`src/rtl/fault_regs_pkg.sv`:
```
`timescale 1ns/1ps
// fault_regs_pkg
// Shared constants for the fault capture register bank: register offsets,
// status bit positions and the flag indices used between submodules.
// Assumes a 32-bit data path and byte offsets on the register port.
package fault_regs_pkg;

    localparam int DATA_W = 32;

    // Register byte offsets
    localparam logic [5:0] OFF_STATUS = 6'h00;
    localparam logic [5:0] OFF_PROT   = 6'h04;
    localparam logic [5:0] OFF_BUS    = 6'h08;
    localparam logic [5:0] OFF_VALID  = 6'h0C;

    // Status word bit positions decoded by software
    localparam int BIT_ESCALATE = 30;
    localparam int BIT_VECFETCH = 1;

    // Index of each sticky flag inside the flag bank
    localparam int IDX_VECFETCH = 0;
    localparam int IDX_ESCALATE = 1;
    localparam int NUM_FLAGS    = 2;

    // Index of each address capture slot
    localparam int SLOT_PROT = 0;
    localparam int SLOT_BUS  = 1;
    localparam int NUM_SLOTS = 2;

    // Bits of the status word that may ever be non-zero
    localparam logic [DATA_W-1:0] STATUS_LIVE_MASK =
        (32'h1 << BIT_ESCALATE) | (32'h1 << BIT_VECFETCH);

endpackage

```
`src/rtl/fault_sticky_bank.sv`:
```
`timescale 1ns/1ps
// fault_sticky_bank
// A row of sticky flags. Each flag is set by a one-cycle event pulse and
// cleared by a one-cycle clear strobe. A set in the same cycle as a clear
// wins, so an event is never dropped.
// Assumes set and clear strobes are synchronous to clk.
module fault_sticky_bank #(
    parameter int N = 2
) (
    input  logic         clk,
    input  logic         rst_n,
    input  logic [N-1:0] set_i,
    input  logic [N-1:0] clr_i,
    output logic [N-1:0] flag_o
);

    logic [N-1:0] flag_q;

    for (genvar i = 0; i < N; i++) begin : g_flag
        // Hold, set or clear one flag; set has priority over clear
        always_ff @(posedge clk) begin
            if (!rst_n) begin
                flag_q[i] <= 1'b0;
            end else if (set_i[i]) begin
                flag_q[i] <= 1'b1;
            end else if (clr_i[i]) begin
                flag_q[i] <= 1'b0;
            end
        end

        // an event always leaves the flag set
        a_r8_set_wins: assert property (@(posedge clk) disable iff (!rst_n)
            set_i[i] |=> flag_q[i]);

        // a set flag with no clear stays set
        a_r2_sticky_hold: assert property (@(posedge clk) disable iff (!rst_n)
            (flag_q[i] && !clr_i[i]) |=> flag_q[i]);

        // a flag rises only because of an event
        a_r3_no_spurious: assert property (@(posedge clk) disable iff (!rst_n)
            (!flag_q[i] && !set_i[i]) |=> !flag_q[i]);
    end

    assign flag_o = flag_q;

endmodule

```
`src/rtl/fault_addr_capture.sv`:
```
`timescale 1ns/1ps
// fault_addr_capture
// One fault address slot with a valid flag. The slot loads the presented
// address on an event while it is empty, and then holds it until software
// clears the valid flag. An event in the same cycle as a clear reloads it.
// Assumes the caller has already chosen which address feeds this slot.
module fault_addr_capture #(
    parameter int ADDR_W = 32
) (
    input  logic              clk,
    input  logic              rst_n,
    input  logic              evt_i,
    input  logic [ADDR_W-1:0] src_addr_i,
    input  logic              clr_i,
    output logic              valid_o,
    output logic [ADDR_W-1:0] addr_o
);

    logic              valid_q;
    logic [ADDR_W-1:0] addr_q;
    logic              load;

    // A load is allowed when the slot is empty or is being emptied now
    assign load = evt_i && (!valid_q || clr_i);

    // Capture the address, or drop the valid flag on a clear
    always_ff @(posedge clk) begin
        if (!rst_n) begin
            valid_q <= 1'b0;
            addr_q  <= '0;
        end else if (load) begin
            valid_q <= 1'b1;
            addr_q  <= src_addr_i;
        end else if (clr_i) begin
            valid_q <= 1'b0;
        end
    end

    assign valid_o = valid_q;
    assign addr_o  = addr_q;

    // an event into an empty slot records the presented address
    a_r5_capture: assert property (@(posedge clk) disable iff (!rst_n)
        (evt_i && !valid_q) |=> (valid_q && addr_q == $past(src_addr_i)));

    // a full slot with no clear keeps its address
    a_r7_hold: assert property (@(posedge clk) disable iff (!rst_n)
        (valid_q && !clr_i) |=> (valid_q && $stable(addr_q)));

    // event together with clear reloads the slot
    a_r8_reload: assert property (@(posedge clk) disable iff (!rst_n)
        (evt_i && clr_i) |=> (valid_q && addr_q == $past(src_addr_i)));

endmodule

```
`src/rtl/fault_reg_port.sv`:
```
`timescale 1ns/1ps
// fault_reg_port
// Register port decode. Turns writes into one-cycle clear strobes for the
// sticky flags and valid bits, and returns read data one cycle after a read
// request from a registered mux.
// Assumes one request per cycle and byte offsets matching the package.
module fault_reg_port
    import fault_regs_pkg::*;
#(
    parameter int OFF_W   = 6,
    parameter int ADDR_W  = 32
) (
    input  logic                 clk,
    input  logic                 rst_n,
    input  logic                 req_valid,
    input  logic                 req_write,
    input  logic [OFF_W-1:0]     req_offset,
    input  logic [DATA_W-1:0]    req_wdata,
    input  logic [NUM_FLAGS-1:0] flag_i,
    input  logic [NUM_SLOTS-1:0] valid_i,
    input  logic [ADDR_W-1:0]    prot_addr_i,
    input  logic [ADDR_W-1:0]    bus_addr_i,
    output logic [NUM_FLAGS-1:0] clr_flag_o,
    output logic [NUM_SLOTS-1:0] clr_valid_o,
    output logic                 rsp_valid,
    output logic [DATA_W-1:0]    rsp_rdata
);

    logic              wr_status;
    logic              wr_valid;
    logic              rd_req;
    logic [DATA_W-1:0] status_word;
    logic [DATA_W-1:0] rd_mux;
    logic              unused_wdata;

    // Only listed bits of the write data act; the rest are ignored
    assign unused_wdata = ^req_wdata;

    assign wr_status = req_valid && req_write && (req_offset == OFF_W'(OFF_STATUS));
    assign wr_valid  = req_valid && req_write && (req_offset == OFF_W'(OFF_VALID));
    assign rd_req    = req_valid && !req_write;

    // Write-one-to-clear strobes for the status flags
    always_comb begin
        clr_flag_o               = '0;
        clr_flag_o[IDX_VECFETCH] = wr_status && req_wdata[BIT_VECFETCH];
        clr_flag_o[IDX_ESCALATE] = wr_status && req_wdata[BIT_ESCALATE];
    end

    // Write-one-to-clear strobes for the valid bits
    always_comb begin
        for (int s = 0; s < NUM_SLOTS; s++) begin
            clr_valid_o[s] = wr_valid && req_wdata[s];
        end
    end

    // Assemble the status word; reserved and debug bits stay 0
    always_comb begin
        status_word               = '0;
        status_word[BIT_VECFETCH] = flag_i[IDX_VECFETCH];
        status_word[BIT_ESCALATE] = flag_i[IDX_ESCALATE];
    end

    // Select read data by offset; unknown offsets give 0
    always_comb begin
        rd_mux = '0;
        if (req_offset == OFF_W'(OFF_STATUS)) begin
            rd_mux = status_word;
        end else if (req_offset == OFF_W'(OFF_PROT)) begin
            rd_mux = DATA_W'(prot_addr_i);
        end else if (req_offset == OFF_W'(OFF_BUS)) begin
            rd_mux = DATA_W'(bus_addr_i);
        end else if (req_offset == OFF_W'(OFF_VALID)) begin
            rd_mux = DATA_W'(valid_i);
        end
    end

    // Register the read response one cycle after the request
    always_ff @(posedge clk) begin
        if (!rst_n) begin
            rsp_valid <= 1'b0;
            rsp_rdata <= '0;
        end else begin
            rsp_valid <= rd_req;
            rsp_rdata <= rd_req ? rd_mux : '0;
        end
    end

    // a read request is answered in the next cycle
    a_r9_rsp_next: assert property (@(posedge clk) disable iff (!rst_n)
        rd_req |=> rsp_valid);

    // no response without a read request
    a_r9_no_extra: assert property (@(posedge clk) disable iff (!rst_n)
        !rd_req |=> !rsp_valid);

    // reserved status bits read back as 0
    a_r4_reserved_zero: assert property (@(posedge clk) disable iff (!rst_n)
        (rd_req && req_offset == OFF_W'(OFF_STATUS)) |=>
            ((rsp_rdata & ~STATUS_LIVE_MASK) == '0));

endmodule

```
`src/rtl/fault_capture_regs.sv`:
```
`timescale 1ns/1ps
// fault_capture_regs
// Top of the fault capture register bank. It holds sticky hard-fault flags
// (escalation, vector fetch error) and two fault address slots: the
// protection slot keeps the faulting sub-access address and the bus slot
// keeps the address the instruction requested.
// Assumes event pulses last one cycle and are synchronous to clk.
module fault_capture_regs
    import fault_regs_pkg::*;
#(
    parameter int OFF_W  = 6,
    parameter int ADDR_W = 32
) (
    input  logic              clk,
    input  logic              rst_n,
    input  logic              req_valid,
    input  logic              req_write,
    input  logic [OFF_W-1:0]  req_offset,
    input  logic [DATA_W-1:0] req_wdata,
    output logic              rsp_valid,
    output logic [DATA_W-1:0] rsp_rdata,
    input  logic              escalate_evt,
    input  logic              vec_fetch_err_evt,
    input  logic              prot_fault_evt,
    input  logic              bus_fault_evt,
    input  logic [ADDR_W-1:0] fault_req_addr,
    input  logic [ADDR_W-1:0] fault_sub_addr
);

    logic [NUM_FLAGS-1:0] flag_set;
    logic [NUM_FLAGS-1:0] flag_clr;
    logic [NUM_FLAGS-1:0] flags;
    logic [NUM_SLOTS-1:0] slot_evt;
    logic [NUM_SLOTS-1:0] slot_clr;
    logic [NUM_SLOTS-1:0] slot_valid;
    logic [ADDR_W-1:0]    slot_src  [NUM_SLOTS];
    logic [ADDR_W-1:0]    slot_addr [NUM_SLOTS];

    // Route fault pulses to their sticky flags
    always_comb begin
        flag_set               = '0;
        flag_set[IDX_VECFETCH] = vec_fetch_err_evt;
        flag_set[IDX_ESCALATE] = escalate_evt;
    end

    // Route address events and pick each slot's address source
    always_comb begin
        slot_evt            = '0;
        slot_evt[SLOT_PROT] = prot_fault_evt;
        slot_evt[SLOT_BUS]  = bus_fault_evt;
        slot_src[SLOT_PROT] = fault_sub_addr;
        slot_src[SLOT_BUS]  = fault_req_addr;
    end

    fault_sticky_bank #(
        .N (NUM_FLAGS)
    ) u_flags (
        .clk    (clk),
        .rst_n  (rst_n),
        .set_i  (flag_set),
        .clr_i  (flag_clr),
        .flag_o (flags)
    );

    for (genvar s = 0; s < NUM_SLOTS; s++) begin : g_slot
        fault_addr_capture #(
            .ADDR_W (ADDR_W)
        ) u_slot (
            .clk        (clk),
            .rst_n      (rst_n),
            .evt_i      (slot_evt[s]),
            .src_addr_i (slot_src[s]),
            .clr_i      (slot_clr[s]),
            .valid_o    (slot_valid[s]),
            .addr_o     (slot_addr[s])
        );
    end

    fault_reg_port #(
        .OFF_W  (OFF_W),
        .ADDR_W (ADDR_W)
    ) u_port (
        .clk         (clk),
        .rst_n       (rst_n),
        .req_valid   (req_valid),
        .req_write   (req_write),
        .req_offset  (req_offset),
        .req_wdata   (req_wdata),
        .flag_i      (flags),
        .valid_i     (slot_valid),
        .prot_addr_i (slot_addr[SLOT_PROT]),
        .bus_addr_i  (slot_addr[SLOT_BUS]),
        .clr_flag_o  (flag_clr),
        .clr_valid_o (slot_clr),
        .rsp_valid   (rsp_valid),
        .rsp_rdata   (rsp_rdata)
    );

    // the protection slot takes the faulting sub-access address
    a_r5_prot_sub: assert property (@(posedge clk) disable iff (!rst_n)
        (prot_fault_evt && !slot_valid[SLOT_PROT]) |=>
            (slot_addr[SLOT_PROT] == $past(fault_sub_addr)));

    // the bus slot takes the requested address
    a_r6_bus_req: assert property (@(posedge clk) disable iff (!rst_n)
        (bus_fault_evt && !slot_valid[SLOT_BUS]) |=>
            (slot_addr[SLOT_BUS] == $past(fault_req_addr)));

endmodule

```
`config.mk`:
```
export PLATFORM = sky130hd
export DESIGN_NAME = fault_capture_regs
export DESIGN_NICKNAME = d
export VERILOG_FILES = /design/src/rtl/fault_regs_pkg.sv /design/src/rtl/fault_sticky_bank.sv /design/src/rtl/fault_addr_capture.sv /design/src/rtl/fault_reg_port.sv /design/src/rtl/fault_capture_regs.sv
export SDC_FILE = /design/constraint.sdc
export NUM_CORES = 1
export LEC_CHECK = 0
export CAP_MARGIN = 20
export CORE_MARGIN = 4
export CORE_UTILIZATION = 59
export CTS_BUF_LIST = sky130_fd_sc_hd__clkbuf_8
export CTS_CLUSTER_SIZE = 40
export DETAILED_ROUTE_END_ITERATION = 6
export DONT_BUFFER_PORTS = 1
export PLACE_DENSITY = 0.78
export SLEW_MARGIN = 40
export SYNTH_ARGS = -nofsm -noshare
export SYNTH_HDL_FRONTEND = slang
export SYNTH_SLANG_ARGS = --single-unit
```
`constraint.sdc`:
```
create_clock -name clk -period 1.5 [get_ports clk]
set_clock_uncertainty 0.15 [all_clocks]
set_input_delay 0.3 -clock clk [delete_from_list [all_inputs] [get_ports clk]]
set_output_delay 0.3 -clock clk [all_outputs]
set_load 0.02 [all_outputs]
```
==> impl_metrics.ini, run 1 <==
[outcome]
status = aborted with a tool error
failing_step = clock tree synthesis (4_1_cts)
stop_error = [ERROR RSZ-0060] Max buffer count reached.

[clock_tree]
cts_hold_buf = 101
clock_path_buffers = 2
root_buffer = clkbuf_8
cts_resized = 0
htree_levels = 3
post_cts_buffers = 0
cts_buffers = 9
cts.sinks = 101

[floorplan]
num_rows = 29
ios = 143
die_w_um = 89.9
initial_utilization_pct = 61.6
fp.dieH_um = 89.9

[yosys]
synth_area_leaders = dfxtp_1 (51%), mux2i_1 (16%), nand2_1 (12%)
asyncSetResetFlopFracSynth_pct = 0
synth_area_um2 = 3950
syn_inst = 415
ys_warn_count = 0
synth_top_area_share_pct = 51.1
synth_seq_cells = 101
avgSynthCellArea_um2 = 9.53
synth_commonest_cells = nand2_1 (129), dfxtp_1 (101), mux2i_1 (65)
synth-edff-count = 0
synth_ff_type = dfxtp_1
yosysMostFrequentCell = nand2_1
seq_area_frac_synth_pct = 51.1
yosysTopAreaCell = dfxtp_1
ys_types = 24
syn_nets = 525

[placement]
dp_hpwl_um = 5390
dp_slack_ns = -0.135
place_congestion = 0.770
io_buffers = 0
post_dp_cell_area_um2 = 3950
through the flow:
stage	std cells	util, %	TNS (ns)
2_1_floorplan	415	-	-4.01
3_3_place_gp	471	61.4	-3.05
3_5_place_dp	471	61.4	-5.62
cell families after synthesis:
logic type	synth area share (%)
and+or+nand+nor	17.3
DFF	51.1
muxes	17.3
AOI/OAI and AO/OA	7.82
buffers and inverters	6.42
==> inputs of run 2 (changes only) <==
--- a/config.mk
+++ b/config.mk
@@ -7,12 +7,10 @@
 export LEC_CHECK = 0
 export CAP_MARGIN = 20
 export CORE_MARGIN = 4
-export CORE_UTILIZATION = 59
-export CTS_BUF_LIST = sky130_fd_sc_hd__clkbuf_8
-export CTS_CLUSTER_SIZE = 40
+export CORE_UTILIZATION = 40
 export DETAILED_ROUTE_END_ITERATION = 6
 export DONT_BUFFER_PORTS = 1
-export PLACE_DENSITY = 0.78
+export PLACE_DENSITY_LB_ADDON = 0.15
 export SLEW_MARGIN = 40
 export SYNTH_ARGS = -nofsm -noshare
 export SYNTH_HDL_FRONTEND = slang
==> constraint.sdc (replaced) <==
create_clock -name clk -period 2 [get_ports clk]
set_clock_uncertainty 0.15 [all_clocks]
set_input_delay 0.4 -clock clk [delete_from_list [all_inputs] [get_ports clk]]
set_output_delay 0.4 -clock clk [all_outputs]
set_load 0.02 [all_outputs]
==> run 2 against run 1 <==
  * The flow now finishes without violations
  * Synthesized area unchanged
  * Synthesized cell count is the same
==> impl_metrics.ini, run 2 <==
[outcome]
status = complete, no violations

[setup_path]
slowest_stage = dlygate4sd3_1
slowest_delay_ns = 0.54
endpoint_kind = flip-flop
worstSetupStartpointType = input port
path_class = in -> reg
crit_path_max_fanout = 5
path_cells = nor4_4 > buf_4 > a31oi_1 > o21a_1 > dlygate4sd3_1
worstPathRequired_ns = 2.11
path_buf_inv = 2
crit_family = buffers and inverters
crit_arrival_ns = 1.79

[yosys]
yosysMostFrequentCell = nand2_1
synth_area_leaders = dfxtp_1 (51%), mux2i_1 (16%), nand2_1 (12%)
avgSynthCellArea_um2 = 9.53
ys_types = 24
synth_seq_cells = 101
asyncSetResetFlopFracSynth_pct = 0
synth_ff_type = dfxtp_1
synth-edff-count = 0
synth_area_um2 = 3950
yosysTopAreaCell = dfxtp_1
syn_inst = 415
synth_top_area_share_pct = 51.1
synth_commonest_cells = nand2_1 (129), dfxtp_1 (101), mux2i_1 (65)
ys_warn_count = 0
seq_area_frac_synth_pct = 51.1
syn_nets = 525

[routing]
vias = 2788
wire_per_inst_um = 16.2
drtAntennaViolNets = 0
drc_errors = 0
drt_iter0_drc = 122
dr.pass1.iters = 4
totalWireLength_um = 9020
vias_per_cell = 5.00

[sta]
rsz0062_at_grt = no
worst_slack_ns = 0.319
final_max_slew_viol_count = 0
tns_ns = 0
fin_crit_sh_pct = 84.0
worst_pin_slew_ns = 0.585
hold_viol_final = 0
relSlewSlack_pct = 60.9
post-route-min-period_ns = 1.68
finalSetupViolations = 0
fmaxAchievable_ghz = 0.595

[layout]
final_common_cell = nand2_1
syn2layout_area_growth_pct = 11.2
largest_register_ffs = 64
layout.nets = 530
drive_gt1_share_pct = 7.76
antenna_cells = 0
fin_util_pct = 45.4
layout_common_cells = nand2_1 (129), dfxtp_1 (101), mux2i_1 (65), nor2_1 (31), a22oi_1 (30)
finalNonFillerCells = 558

[hold_path]
hold_class = in -> reg

[power]
power_density_nw_per_um2 = 867
irDropWorstVdd_mv = 0.340
leakage_nw = 1.70

[placement]
place_congestion = 0.700
placedCellCount = 524
dp_hpwl_um = 5740
io_buffers = 0
dp_slack_ns = 0.240

[floorplan]
initial_utilization_pct = 40.8
fp.dieH_um = 107
ios = 143
num_rows = 36
die_w_um = 107
core_um2 = 9680
floorplan.die_area_um2 = 11500

[global_routing]
grt_max_degree = 134
antenna_found_initial = 0
overflow = 0
grt_pass1_wl_um = 14600
track_usage_pct = 16.3
grt_pass1_vias = 2823

[clock_tree]
htree_levels = 3
cts.sinks = 101
clock_path_buffers = 2
cts_tree = done
root_buffer = clkbuf_8
cts_buffers = 9
clk_latency_ns = 0.36
clk_transition_reported_paths_ns = 0.09
cts_resized = 0

[run]
cap_violations = 0
[run 2: cell counts after synthesis]
Identical to the previous run, type by type.
[run 2: cell type report]
type	count	area (um2)
multi-input combinational	277	1700
timing repair buffer	27	285
inverter	4	15.0
tap	133	166
clock buffer	13	169
sequential	101	2020
fill	958	5290
clock inverter	3	42.5
[run 2: final timing paths]
check,start,end,slack (ns),cells after the start
max reg2reg,g_slot[0].u_slot.valid_o,g_slot[0].u_slot.valid_o,0.59,4
min,fault_req_addr[24],g_slot[1].u_slot.addr_o[24],0.02,2
max,req_offset[1],u_flags.flag_o[1],0.32,5
min reg2reg,g_slot[1].u_slot.addr_o[11],g_slot[1].u_slot.addr_o[11],0.31,2
[run 2: cell families (layout without fill, tap and decap cells)]
kind of cell / count (synthesis) / after routing / share of synthesized area [%]
simple gates: 169 / 169 / 17.3
flops: 101 / 101 / 51.1
buf+inv: 37 / 47 / 6.42
compound gates: 41 / 41 / 7.82
mux: 67 / 67 / 17.3
[run 2: per-stage QoR]
step / power (mW) / instance area, um2 / hold WS [ns]
6_report: 3.81 / 4400 / 0.0178
4_1_cts: 3.87 / 4400 / 0.000865
3_5_place_dp: 2.47 / 4000 / 0.299
2_1_floorplan: 2.47 / 3950 / 0.282
3_3_place_gp: 2.46 / 3990 / 0.292
5_1_grt: 3.99 / 4400 / 0.00302
[run 2: routing by layer]
layer  share of wire (%)  global-route usage, %
met5                   0                      0
met4                 1.8                   7.03
met3                 7.1                   4.98
met2                  46                   25.9
met1                  45                   20.4
[run 2: power breakdown]
group | switching [mW] | internal (mW)
clock | 0.681 | 0.680
sequential | 0.0440 | 2.10
combinational | 0.143 | 0.165
[run 2: what timing repair did]
action	CTS	global route
hold buffers	18	0
endpoints found under the hold margin	14	0
setup buffers	0	0
Power figures use the tool's default switching activity.
==> inputs of run 3 (changes only) <==
--- a/config.mk
+++ b/config.mk
@@ -5,6 +5,7 @@
 export SDC_FILE = /design/constraint.sdc
 export NUM_CORES = 1
 export LEC_CHECK = 0
+export ABC_AREA = 1
 export CAP_MARGIN = 20
 export CORE_MARGIN = 4
 export CORE_UTILIZATION = 40
==> constraint.sdc (replaced) <==
create_clock -name clk -period 1.61 [get_ports clk]
set_clock_uncertainty 0.15 [all_clocks]
set_input_delay 0.322 -clock clk [delete_from_list [all_inputs] [get_ports clk]]
set_output_delay 0.322 -clock clk [all_outputs]
set_load 0.02 [all_outputs]
==> run 3 against run 2 <==
  * The flow now finishes with violations (negative hold slack)
  * Final cell count up 34%
  * First-iteration DRC count rose to 2.5 times the previous value
  * Synthesized area up 7.8%
  * Design area up 9.8%
  * Critical path depth up 2
  * Hold slack worse by 0.096 ns
  * Count of clock-buffer cells in the layout unchanged
  * Core utilization up 1.1 points
  * Die area up 7.2%
  * Clock power up 49%
==> impl_metrics.ini, run 3 <==
[floorplan]
fp.dieH_um = 111
ios = 143
core_um2 = 10400
floorplan.die_area_um2 = 12400
num_rows = 37
die_w_um = 111
initial_utilization_pct = 41.1

[layout]
syn2layout_area_growth_pct = 13.2
largest_register_ffs = 64
layout.nets = 715
drive_gt1_share_pct = 6.72
num-fill-cells = 1115
antenna_cells = 0
ff_latch_area_um2 = 2020
layout_common_cells = nand2_1 (141), dfxtp_1 (101), a21oi_1 (97), inv_1 (77), nor2_1 (70)
final_common_cell = nand2_1
multi_input_area_um2 = 1710
fin_util_pct = 46.5

[yosys]
ys_types = 16
yosysMostFrequentCell = nand2_1
synth_area_um2 = 4260
seq_area_frac_synth_pct = 47.4
synth_commonest_cells = nand2_1 (144), dfxtp_1 (101), a21oi_1 (97)
synth_area_leaders = dfxtp_1 (47%), nand2_1 (13%), a21oi_1 (11%)
yosysTopAreaCell = dfxtp_1
synth_seq_cells = 101
avgSynthCellArea_um2 = 6.97
syn_nets = 722
asyncSetResetFlopFracSynth_pct = 0
syn_inst = 612
synth_ff_type = dfxtp_1
synth-edff-count = 0
synth_top_area_share_pct = 47.4
ys_warn_count = 0

[placement]
dp_slack_ns = -0.00753
place_congestion = 0.744
io_buffers = 0
dp_hpwl_um = 6340

[power]
leakage_nw = 2.19
power_density_nw_per_um2 = 1080
seq_power_share_pct = 51.7
p_int_mw = 4.02
netSwitchingPower_mw = 1.19
power_mw = 5.22
combPwrFrac_pct = 9.5
p_clk_share_pct = 38.8
netSwitchingFraction_pct = 22.8
irDropWorstVdd_mv = 0.410

[run]
cap_violations = 0

[setup_path]
slowest_delay_ns = 0.55
worstPathRequired_ns = 1.72
crit_arrival_ns = 1.66
path_class = in -> reg
slowest_stage = dlygate4sd3_1
r2r_slack_ns = 0.08
path_cells = nor2_2 > buf_4 > nand4_1 > nand2_4 > buf_12 > a21oi_1 > dlygate4sd3_1
worstSetupStartpointType = input port
crit_path_max_fanout = 18
path_buf_inv = 3
crit_family = buffers and inverters
endpoint_kind = flip-flop

[sta]
worst_pin_slew_ns = 0.272
fin_crit_sh_pct = 96.3
final_max_slew_viol_count = 0
fmaxAchievable_ghz = 0.645
worst_slack_ns = 0.0589
hold_viol_final = 64
relSlewSlack_pct = 81.8
hold-worst-slack_ns = -0.0784
post-route-min-period_ns = 1.55
finalSetupViolations = 0

[outcome]
status = complete, but fails checks
violations = negative hold slack

[routing]
drc_errors = 0
drt_iter0_drc = 307
vias_per_cell = 4.96
wire_per_inst_um = 14.6
drtAntennaViolNets = 0
vias = 3699
dr.pass1.iters = 4
totalWireLength_um = 10900

[clock_tree]
clk_latency_ns = 0.37
cts.sinks = 101
cts_hold_buf = 10
htree_levels = 3
root_buffer = clkbuf_8
cts_tree = done
clock_path_buffers = 2
cts_buffers = 9
clk_transition_reported_paths_ns = 0.09

[global_routing]
track_usage_pct = 17.0
grt_pass1_wl_um = 17200
grt_pass1_vias = 3439
antenna_found_initial = 0
overflow = 0
grt_max_degree = 67

[hold_path]
hold_class = in -> reg
[run 3: kinds of logic (layout without fill, tap and decap cells)]
| family | Yosys count | count (layout) | share of synthesized area, % |
|---|---|---|---|
| compound gates | 98 | 98 | 11.5 |
| buf+inv | 124 | 122 | 13.0 |
| flops | 101 | 101 | 47.4 |
| simple gates | 289 | 289 | 28.1 |
[run 3: final cells by class]
| class | count | share of cell area, % |
|---|---|---|
| Timing Repair Buffer | 26 | 7.47 |
| Tap cell | 136 | 3.53 |
| Inverter | 80 | 6.22 |
| Sequential cell | 101 | 41.9 |
| Clock inverter | 3 | 1.87 |
| Multi-Input combinational cell | 387 | 35.5 |
| Clock buffer | 13 | 3.50 |
[run 3: path summary, 6_finish.rpt]
check / startpoint / cells past startpoint / to
max reg2reg: g_slot[0].u_slot.valid_o / 4 / g_slot[0].u_slot.valid_o
max: req_offset[5] / 7 / g_slot[1].u_slot.valid_o
min: rst_n / 2 / g_slot[0].u_slot.addr_o[1]
min reg2reg: g_slot[0].u_slot.addr_o[19] / 2 / u_port.rsp_rdata[19]
[run 3: metal layers]
layer	share of wire (%)	track usage [%]	vias to the layer above	routed length [um]
li1	-	-	1887	-
met1	47	21.7	1710	5150
met2	46	27.6	92	5070
met3	5.4	5.19	10	591
met4	1.0	4.87	0	114
met5	0	0	-	0
[run 3: power groups by stage]
stage	Sequential (mW)	Combinational [mW]	Clock, mW
final	2.70	0.496	2.02
after global placement	2.75	0.430	0
after global routing	2.72	0.568	2.18
after CTS	2.70	0.457	2.08
after floorplan	2.74	0.419	0
after detailed placement	2.75	0.437	0
[run 3: per-stage QoR]
| stage | cells | instance area, um2 | setup TNS [ns] |
|---|---|---|---|
| final | 746 | 4820 | 0 |
| after global routing | 746 | 4820 | -0.00210 |
| after CTS | 741 | 4720 | 0 |
| after detailed placement | 715 | 4360 | -0.00753 |
| after global placement | 715 | 4360 | 0 |
| after floorplan | 612 | 4260 | 0 |
[run 3: repair_timing]
action,4_1_cts,5_1_grt
setup endpoints to repair,0,4
buffers inserted,0,2
resized for setup,0,4
hold endpoints to repair,70,64
